[config.mk]
export PLATFORM = sky130hd
export DESIGN_NAME = xc_xfer_counter
export DESIGN_NICKNAME = d
export VERILOG_FILES = /design/src/rtl/xc_pkg.sv /design/src/rtl/xc_start_reg.sv /design/src/rtl/xc_down_counter.sv /design/src/rtl/xc_tc_flag.sv /design/src/rtl/xc_xfer_counter.sv
export SDC_FILE = /design/constraint.sdc
export NUM_CORES = 1
export LEC_CHECK = 0
export CAP_MARGIN = 20
export CORE_MARGIN = 1.5
export CORE_UTILIZATION = 30
export DETAILED_ROUTE_END_ITERATION = 8
export DONT_BUFFER_PORTS = 1
export PLACE_DENSITY_LB_ADDON = 0.15
export SLEW_MARGIN = 20
export SYNTH_ARGS = -nofsm -noshare
export SYNTH_HDL_FRONTEND = slang
export SYNTH_SLANG_ARGS = --single-unit
[constraint.sdc]
create_clock -name clk -period 2.1 [get_ports clk]
set_clock_uncertainty 0.1 [all_clocks]
set_input_delay 0.21 -clock clk [delete_from_list [all_inputs] [get_ports clk]]
set_output_delay 0.21 -clock clk [all_outputs]
set_load 0.05 [all_outputs]
[src/rtl/xc_pkg.sv]
package xc_pkg;
  localparam int ADDR_W = 3;

  // Register address map
  localparam logic [ADDR_W-1:0] A_FIFO = 3'd3;
  localparam logic [ADDR_W-1:0] A_CMD  = 3'd4;
  localparam logic [ADDR_W-1:0] A_STAT = 3'd5;
  localparam logic [ADDR_W-1:0] A_INTR = 3'd6;

  // Command encoding
  localparam int            CMD_DMA_BIT = 7;
  localparam logic [6:0]    CMD_XFER    = 7'h10;

  // Status byte layout
  localparam int            STAT_TC_BIT = 4;

  typedef struct packed {
    logic load;
    logic dec;
    logic clr;
  } xc_evt_t;
endpackage

[src/rtl/xc_start_reg.sv]
module xc_start_reg #(
  parameter int CNT_W  = 24,
  parameter int BYTE_W = 8,
  localparam int NBYTES = CNT_W / BYTE_W
) (
  input  logic              clk,
  input  logic              rst_n,
  input  logic [NBYTES-1:0] wr_sel,
  input  logic [BYTE_W-1:0] wdata,
  output logic [CNT_W-1:0]  start
);
  for (genvar i = 0; i < NBYTES; i++) begin : g_byte
    logic [BYTE_W-1:0] byte_q;
    logic [BYTE_W-1:0] byte_d;

    always_comb begin
      byte_d = byte_q;
      if (wr_sel[i]) byte_d = wdata;
    end

    always_ff @(posedge clk or negedge rst_n) begin
      if (!rst_n) byte_q <= '0;
      else if (wr_sel[i]) byte_q <= byte_d;
    end

    assign start[i*BYTE_W +: BYTE_W] = byte_q;
  end
endmodule

[src/rtl/xc_down_counter.sv]
module xc_down_counter #(
  parameter int                CNT_W     = 24,
  parameter logic [CNT_W-1:0]  ZERO_LOAD = 24'h010000
) (
  input  logic             clk,
  input  logic             rst_n,
  input  logic             load,
  input  logic             dec,
  input  logic [CNT_W-1:0] start,
  output logic [CNT_W-1:0] cnt,
  output logic             is_zero,
  output logic             hit_zero
);
  logic [CNT_W-1:0] cnt_d;
  logic             cnt_en;
  logic             dec_ok;

  assign is_zero  = (cnt == '0);
  assign dec_ok   = dec && !load && !is_zero;
  assign hit_zero = dec_ok && (cnt == CNT_W'(1));
  assign cnt_en   = load || dec_ok;

  always_comb begin
    cnt_d = cnt;
    if (load) begin
      cnt_d = (start == '0) ? ZERO_LOAD : start;
    end else if (dec_ok) begin
      cnt_d = cnt - CNT_W'(1);
    end
  end

  always_ff @(posedge clk or negedge rst_n) begin
    if (!rst_n) cnt <= '0;
    else if (cnt_en) cnt <= cnt_d;
  end
endmodule

[src/rtl/xc_tc_flag.sv]
module xc_tc_flag (
  input  logic clk,
  input  logic rst_n,
  input  logic set,
  input  logic clr,
  output logic flag
);
  logic flag_d;
  logic flag_en;

  assign flag_en = set || clr;

  always_comb begin
    flag_d = flag;
    if (set)      flag_d = 1'b1;
    else if (clr) flag_d = 1'b0;
  end

  always_ff @(posedge clk or negedge rst_n) begin
    if (!rst_n) flag <= 1'b0;
    else if (flag_en) flag <= flag_d;
  end
endmodule

[src/rtl/xc_xfer_counter.sv]
module xc_xfer_counter
  import xc_pkg::*;
#(
  parameter int               CNT_W     = 24,
  parameter int               BYTE_W    = 8,
  parameter logic [CNT_W-1:0] ZERO_LOAD = 24'h010000
) (
  input  logic              clk,
  input  logic              rst_n,
  input  logic              reg_wr,
  input  logic              reg_rd,
  input  logic [ADDR_W-1:0] reg_addr,
  input  logic [BYTE_W-1:0] reg_wdata,
  output logic [BYTE_W-1:0] reg_rdata,
  input  logic              dec_stb,
  output logic              count_zero,
  output logic              tc_flag
);
  localparam int NBYTES = CNT_W / BYTE_W;

  xc_evt_t           evt;
  logic [NBYTES-1:0] cnt_sel;
  logic [CNT_W-1:0]  start_cnt;
  logic [CNT_W-1:0]  cur_cnt;
  logic              tc_set;
  logic              cmd_wr;

  // Decode of register side effects
  assign cmd_wr   = reg_wr && (reg_addr == A_CMD);
  assign evt.load = cmd_wr && reg_wdata[CMD_DMA_BIT];
  assign evt.dec  = dec_stb;
  assign evt.clr  = (cmd_wr && (reg_wdata[6:0] == CMD_XFER))
                 || (reg_rd && (reg_addr == A_INTR))
                 || (reg_wr && (reg_addr == A_FIFO));

  for (genvar i = 0; i < NBYTES; i++) begin : g_sel
    assign cnt_sel[i] = reg_wr && (reg_addr == ADDR_W'(i));
  end

  xc_start_reg #(.CNT_W(CNT_W), .BYTE_W(BYTE_W)) u_start (
    .clk   (clk),
    .rst_n (rst_n),
    .wr_sel(cnt_sel),
    .wdata (reg_wdata),
    .start (start_cnt)
  );

  xc_down_counter #(.CNT_W(CNT_W), .ZERO_LOAD(ZERO_LOAD)) u_cnt (
    .clk     (clk),
    .rst_n   (rst_n),
    .load    (evt.load),
    .dec     (evt.dec),
    .start   (start_cnt),
    .cnt     (cur_cnt),
    .is_zero (count_zero),
    .hit_zero(tc_set)
  );

  xc_tc_flag u_tc (
    .clk  (clk),
    .rst_n(rst_n),
    .set  (tc_set),
    .clr  (evt.clr),
    .flag (tc_flag)
  );

  // Read mux: count bytes, then status
  always_comb begin
    reg_rdata = '0;
    for (int i = 0; i < NBYTES; i++) begin
      if (reg_addr == ADDR_W'(i)) reg_rdata = cur_cnt[i*BYTE_W +: BYTE_W];
    end
    if (reg_addr == A_STAT) reg_rdata[STAT_TC_BIT] = tc_flag;
  end
endmodule

Word level (Yosys, flattened, before mapping)
Index checks and enable logic that the tools add are counted.
{"block": "word_totals", "wordCells": 47, "output_inout_bits": 10, "input_bits": 16, "regBits": 49}
{"block": "op_classes", "n_mux": 9, "reduce_logical": 24, "eq_ne": 8, "addsub": 1}
{"cell": "$mux 24", "n": 3}
{"cell": "$logic_not 24->1", "n": 2}
{"cell": "$eq 24x1->1 const B", "n": 1}
{"cell": "$mux 8", "n": 3}
{"cell": "$sub 24x1->24 const B", "n": 1}
{"cell": "$logic_and 1x1->1", "n": 11}
{"cell": "$eq 3x3->1 const B", "n": 3}
{"cell": "$eq 7x5->1 const B", "n": 1}
{"cell": "$eq 3x2->1 const B", "n": 2}
{"cell": "$logic_or 1x1->1", "n": 4}
{"cell": "$reduce_and 2->1", "n": 2}
{"cell": "$reduce_bool 2->1", "n": 2}
{"cell": "$eq 3x1->1 const B", "n": 1}
{"cell": "$logic_not 3->1", "n": 1}
{"cell": "$mux 1", "n": 3}
{"cell": "$logic_not 1->1", "n": 2}

Logic depth before layout (Yosys ltp)
{"block": "logic_depth", "depth_word": 9, "ltp_mapped": 8, "mapped_depth_nobuf": 7}

Modules after synthesis
A second synthesis with hierarchy kept.
{"block": "hier_totals", "hier_cells": 275, "hier_area_um2": 3100.5}
{"module": "xc_down_counter", "cells_per_inst": 177, "area_each_um2": 1722.9, "seq_area_each_um2": 600.6, "instances": 1}
{"module": "xc_start_reg", "cells_per_inst": 51, "area_each_um2": 994.7, "seq_area_each_um2": 600.6, "instances": 1}
{"module": "xc_xfer_counter", "cells_per_inst": 44, "area_each_um2": 346.6, "seq_area_each_um2": 0.0, "instances": 1}
{"module": "xc_tc_flag", "cells_per_inst": 3, "area_each_um2": 36.3, "seq_area_each_um2": 25.0, "instances": 1}

Worst setup path before layout
OpenSTA, ideal clock, no wires.
{"block": "synth_path", "path_type": "flip-flop to flip-flop", "startpoint": "register u_cnt.cnt[0]", "endpoint": "register u_cnt.cnt[7]", "path_slack_ns": -0.424, "t_arrival_ns": 2.342, "setup_ns": 0.082, "path_stages_with_launch": 8, "period_less_slack_ns": 2.524, "path_buffers": 0, "required_ns": 1.918, "cell_sequence": "dfrtp_1 -> inv_1 -> ha_1 -> nor4b_1 -> nand4_1 -> nor2_1 -> o21ai_0 -> a31oi_1"}
{"block": "synth_via", "elab_chain_len": 5, "elab_cells_between_ends": 9, "cone_classes": "add/sub: 1; mux: 2; reduce/logical: 6"}
{"item": "start, declared", "line_no": "xc_down_counter.sv:10", "rtl": "output logic [CNT_W-1:0] cnt,"}
{"item": "start signal, assigned", "line_no": "xc_down_counter.sv:34", "rtl": "else if (cnt_en) cnt <= cnt_d;"}
{"item": "$logic_not 24->1 (*)", "line_no": "xc_down_counter.sv:18", "rtl": "assign is_zero = (cnt == '0);"}
{"item": "via count_zero", "line_no": "xc_xfer_counter.sv:16", "rtl": "output logic count_zero,"}
{"item": "$logic_not 1->1 (*)", "line_no": "xc_down_counter.sv:19", "rtl": "assign dec_ok = dec && !load && !is_zero;"}
{"item": "$logic_and 1x1->1 (*)", "line_no": "xc_down_counter.sv:19"}
{"item": "$reduce_bool 2->1 (no source line) / $logic_or 1x1->1 (equally long branches)"}
{"item": "$reduce_and 2->1 (no source line) (*)"}
The timed path passes the listed nets; every way through them passes the cells marked *. The select of a mux whose other input is x is not followed.
A chain may end at the register's enable or synchronous reset.

Worst setup path after layout
{"block": "layout_path", "startpoint": "register u_cnt.cnt[4]", "endpoint": "register u_cnt.cnt[10]"}
{"block": "layout_via", "elab_chain_len": 5, "elab_cells_between_ends": 9, "cone_classes": "add/sub: 1; mux: 2; reduce/logical: 6"}
{"item": "parallel branches: the longest is 5 deep, another holds $sub 24x1->24"}
Parallel ways; which one is timed is not known. The select of a mux whose other input is x is not followed.

==> results.toml <==
[setup_path]
required_ns = 2.24
critPathKind = "reg -> reg"
cp_num_buf_inv = 1
cpMaxStageDelayCell = "or4b_1"
worst-path-max-fanout = 4
cp_cell_sequence = "or3_4, nor4_4, buf_4, o211ai_4, or4b_1, nand3_1"
startpoint_type = "flop"
crit_family = "simple AND/OR/NAND/NOR gates"
arrival_ns = 2.30
cp-end-kind = "flop"
critPathMaxStageDelay_ns = 0.47

[logic_synthesis]
synth_fp_nets = 307
synth_xor_area_share_pct = 2.46
synthCells = 288
synthSimpleGateAreaFrac_pct = 25.7
avgSynthCellArea_um2 = 9.90
synth_compound_area_share_pct = 13.3
synth.area.mux_share_pct = 12.2
synth_adder_area_share_pct = 1.32
synth-edff-count = 0
async_flop_share_pct = 100
synth-main-ff-cell = "dfrtp_1"
ys_seq_area_share_pct = 43.0
synth_top_family_by_area = "simple AND/OR/NAND/NOR gates"
ys_warn_count = 0
syn-cell-area_um2 = 2850
ys_seq_elements = 49
synth.distinct_cells = 53

[cells_and_area]
fill_cells = 910
num_antenna_cells = 0
final_nets = 389
syn_to_final_growth_pct = 37.0
post-route-util_pct = 42.2
fin_area_um2 = 3900
drive_above_1_share_pct = 37.2

[global_route]
first_global_vias = 2623
grtUsageTotal_pct = 19.0
grt_max_degree = 50
grt-ovfl-total = 0
grt_pass1_wl_mm = 14.6
antenna_found_initial = 0

[floorplan]
coreArea_um2 = 9240
die-area_um2 = 10100
die-width_um = 100
start_util_pct = 30.8
pin_count = 26
rows = 35
die_height_um = 100

[flow_run]
cap_violations = 0

[cts]
h-tree-depth = 2
cts_inserted_buffers = 5
clock_path_buffers = 2
insertion_delay_ns = 0.30
cts_tree = "done"
cts_root_buffer = "clkbuf_8"
cts_sinks = 49
clk_pin_slew_worst_paths_ns = 0.09

[routing]
firstDrtPassIters = 4
wl_per_cell_um = 18.4
antenna_left = 0
routed_via_density = 5.19
vias = 2593
drt_wl_total_mm = 9.19
drc = 0
first_iter_violations = 127

[placed_design]
port_buffers = 0
gp_congestion = 0.783
hpwl_mm = 6.71
placed_area_um2 = 3440

[timing]
min_period_ns = 2.16
slew_viol_final = 0
worst_slew_pin_slew_ns = 0.544
period_share_pct = 103
grt_setup_unrepaired = "yes"
relSlewSlack_pct = 63.2
fmaxAchievable_mhz = 463
setup_viol_count_final = 5
finalHoldViolations = 0
worst_slack_ns = -0.0596

[power]
p_leak_nw = 1.57
finalPower_w = 0.00389
power_density_nw_per_um2 = 996
ir_drop_v = 0.000446

[run_status]
violations = "setup timing"
outcome = "complete, but fails checks"

[worst_hold_path]
hold_path_class = "in -> reg"
layer usage:
metal | up-vias | GRT usage, % | part of all wire (%)
li1 | 1247 | - | -
met2 | 64 | 32.3 | 49
met4 | 0 | 4.44 | 1.6
met3 | 10 | 2.84 | 3.5
met5 | - | 0 | 0
met1 | 1272 | 25.4 | 46
final cells by class:
class,count,area (um2),share of cell area [%]
clock buffer,6,72.6,1.86
sequential,49,1230,31.5
tap,129,161,4.13
multi-input combinational,225,1720,44.0
inverter,5,18.8,0.481
timing repair buffer,84,687,17.6
clock inverter,2,15.0,0.385
repair_timing:
item	4_1_cts	5_1_grt
cloned	0	1
resized for setup	9	19
setup endpoints to repair	6	18
hold buffers	11	0
setup buffers	4	9
endpoints found under the hold margin	74	0
pin swaps	7	12
worst reg2reg max path, stage by stage, from the launching register on:
cell and delay [ns]:
dfrtp_2 0.45, or3_4 0.43, nor4_4 0.30, buf_4 0.20, o211ai_4 0.09, or4b_1 0.47, nand3_1 0.08
Yosys cell counts (2+ instances only):
| cell | number | share of area [%] |
|---|---|---|
| nor4_4 | 2 | 1.5 |
| xor2_1 | 2 | 0.61 |
| a31oi_1 | 7 | 1.5 |
| buf_2 | 2 | 0.35 |
| or3_1 | 3 | 0.66 |
| and3_1 | 2 | 0.44 |
| nor4b_1 | 2 | 0.61 |
| clkbuf_1 | 7 | 0.92 |
| nor2_1 | 37 | 4.9 |
| nand3_1 | 11 | 1.9 |
| o211ai_1 | 4 | 1.1 |
| nor3_1 | 5 | 0.88 |
| dfrtp_1 | 49 | 43 |
| inv_1 | 5 | 0.66 |
| o41ai_1 | 2 | 0.61 |
| nand2b_1 | 3 | 0.66 |
| a2111oi_2 | 3 | 1.6 |
| nand2_1 | 27 | 3.6 |
| nor4_2 | 3 | 1.3 |
| or4_1 | 8 | 2.1 |
| mux2i_1 | 10 | 3.5 |
| o21ai_1 | 5 | 0.88 |
| ha_1 | 3 | 1.3 |
| nor4_1 | 6 | 1.3 |
| nand4_1 | 5 | 1.1 |
| or2_1 | 2 | 0.44 |
| o31ai_1 | 3 | 0.79 |
| o21ai_0 | 7 | 1.2 |
| mux2_2 | 22 | 8.7 |
| xnor2_1 | 6 | 1.8 |
| a21oi_1 | 11 | 1.9 |
| or4b_1 | 2 | 0.70 |
| o22ai_1 | 2 | 0.44 |
final timing paths:
kind	to	startpoint	slack, ns	depth (start not counted)
max in group asynchronous	u_cnt.cnt[5]$_DFFE_PN0P_	rst_n	1.31	2
min	u_cnt.cnt[2]$_DFFE_PN0P_	dec_stb	0.02	3
min reg2reg	u_cnt.cnt[20]$_DFFE_PN0P_	u_start.g_byte[2].byte_q[4]$_DFFE_PN0P_	0.42	2
min in group asynchronous	u_cnt.cnt[12]$_DFFE_PN0P_	rst_n	0.32	2
max reg2reg	u_cnt.cnt[10]$_DFFE_PN0P_	u_cnt.cnt[4]$_DFFE_PN0P_	-0.06	6
max	u_cnt.cnt[10]$_DFFE_PN0P_	u_cnt.cnt[4]$_DFFE_PN0P_	-0.06	6
state kept, by name (all words and copies together) (netlist names):
name                   count
u_cnt.cnt                 24
u_start.g_byte.byte_q     24
u_tc.flag                  1
logic make-up after synthesis:
family | count (synthesis)
adder cells (fa/ha/maj) | 3
AO/OA/AOI/OAI | 53
flip-flops | 49
multiplexers | 32
AND/OR/NAND/NOR | 128
buffers and inverters | 15
XOR/XNOR | 8
report_power, final:
group / switching [W] / internal, W / leakage [nW]
combinational: 0.000899 / 0.000903 / 0.946
sequential: 0.000289 / 0.00123 / 0.591
clock: 0.000329 / 0.000235 / 0.0374
layout by cell type, fill, tap and decap left out, types with 4 or more instances in the layout:
master	n
a21oi_1	11
a31oi_1	7
buf_4	71
clkbuf_8	5
dfrtp_1	46
dlygate4sd3_1	10
inv_1	4
mux2_2	22
mux2i_1	10
nand2_1	27
nand3_1	10
nand4_1	5
nor2_1	35
nor3_1	5
nor4_1	6
o211ai_1	4
o21ai_0	7
o21ai_1	5
or4_1	5
xnor2_1	6
per-stage QoR:
stage	TNS (ns)	hold slack, ns	worst slack (ns)	cells
detailed placement	-0.0552	-0.183	-0.0481	467
floorplan	0	-0.186	0.00695	288
global route	-0.975	0.0327	-0.143	500
CTS	-0.0497	0.0117	-0.0391	490
finish	-0.191	0.0202	-0.0596	500
global placement	-0.00661	-0.183	-0.00661	467
(Power assumes the default switching activity.)
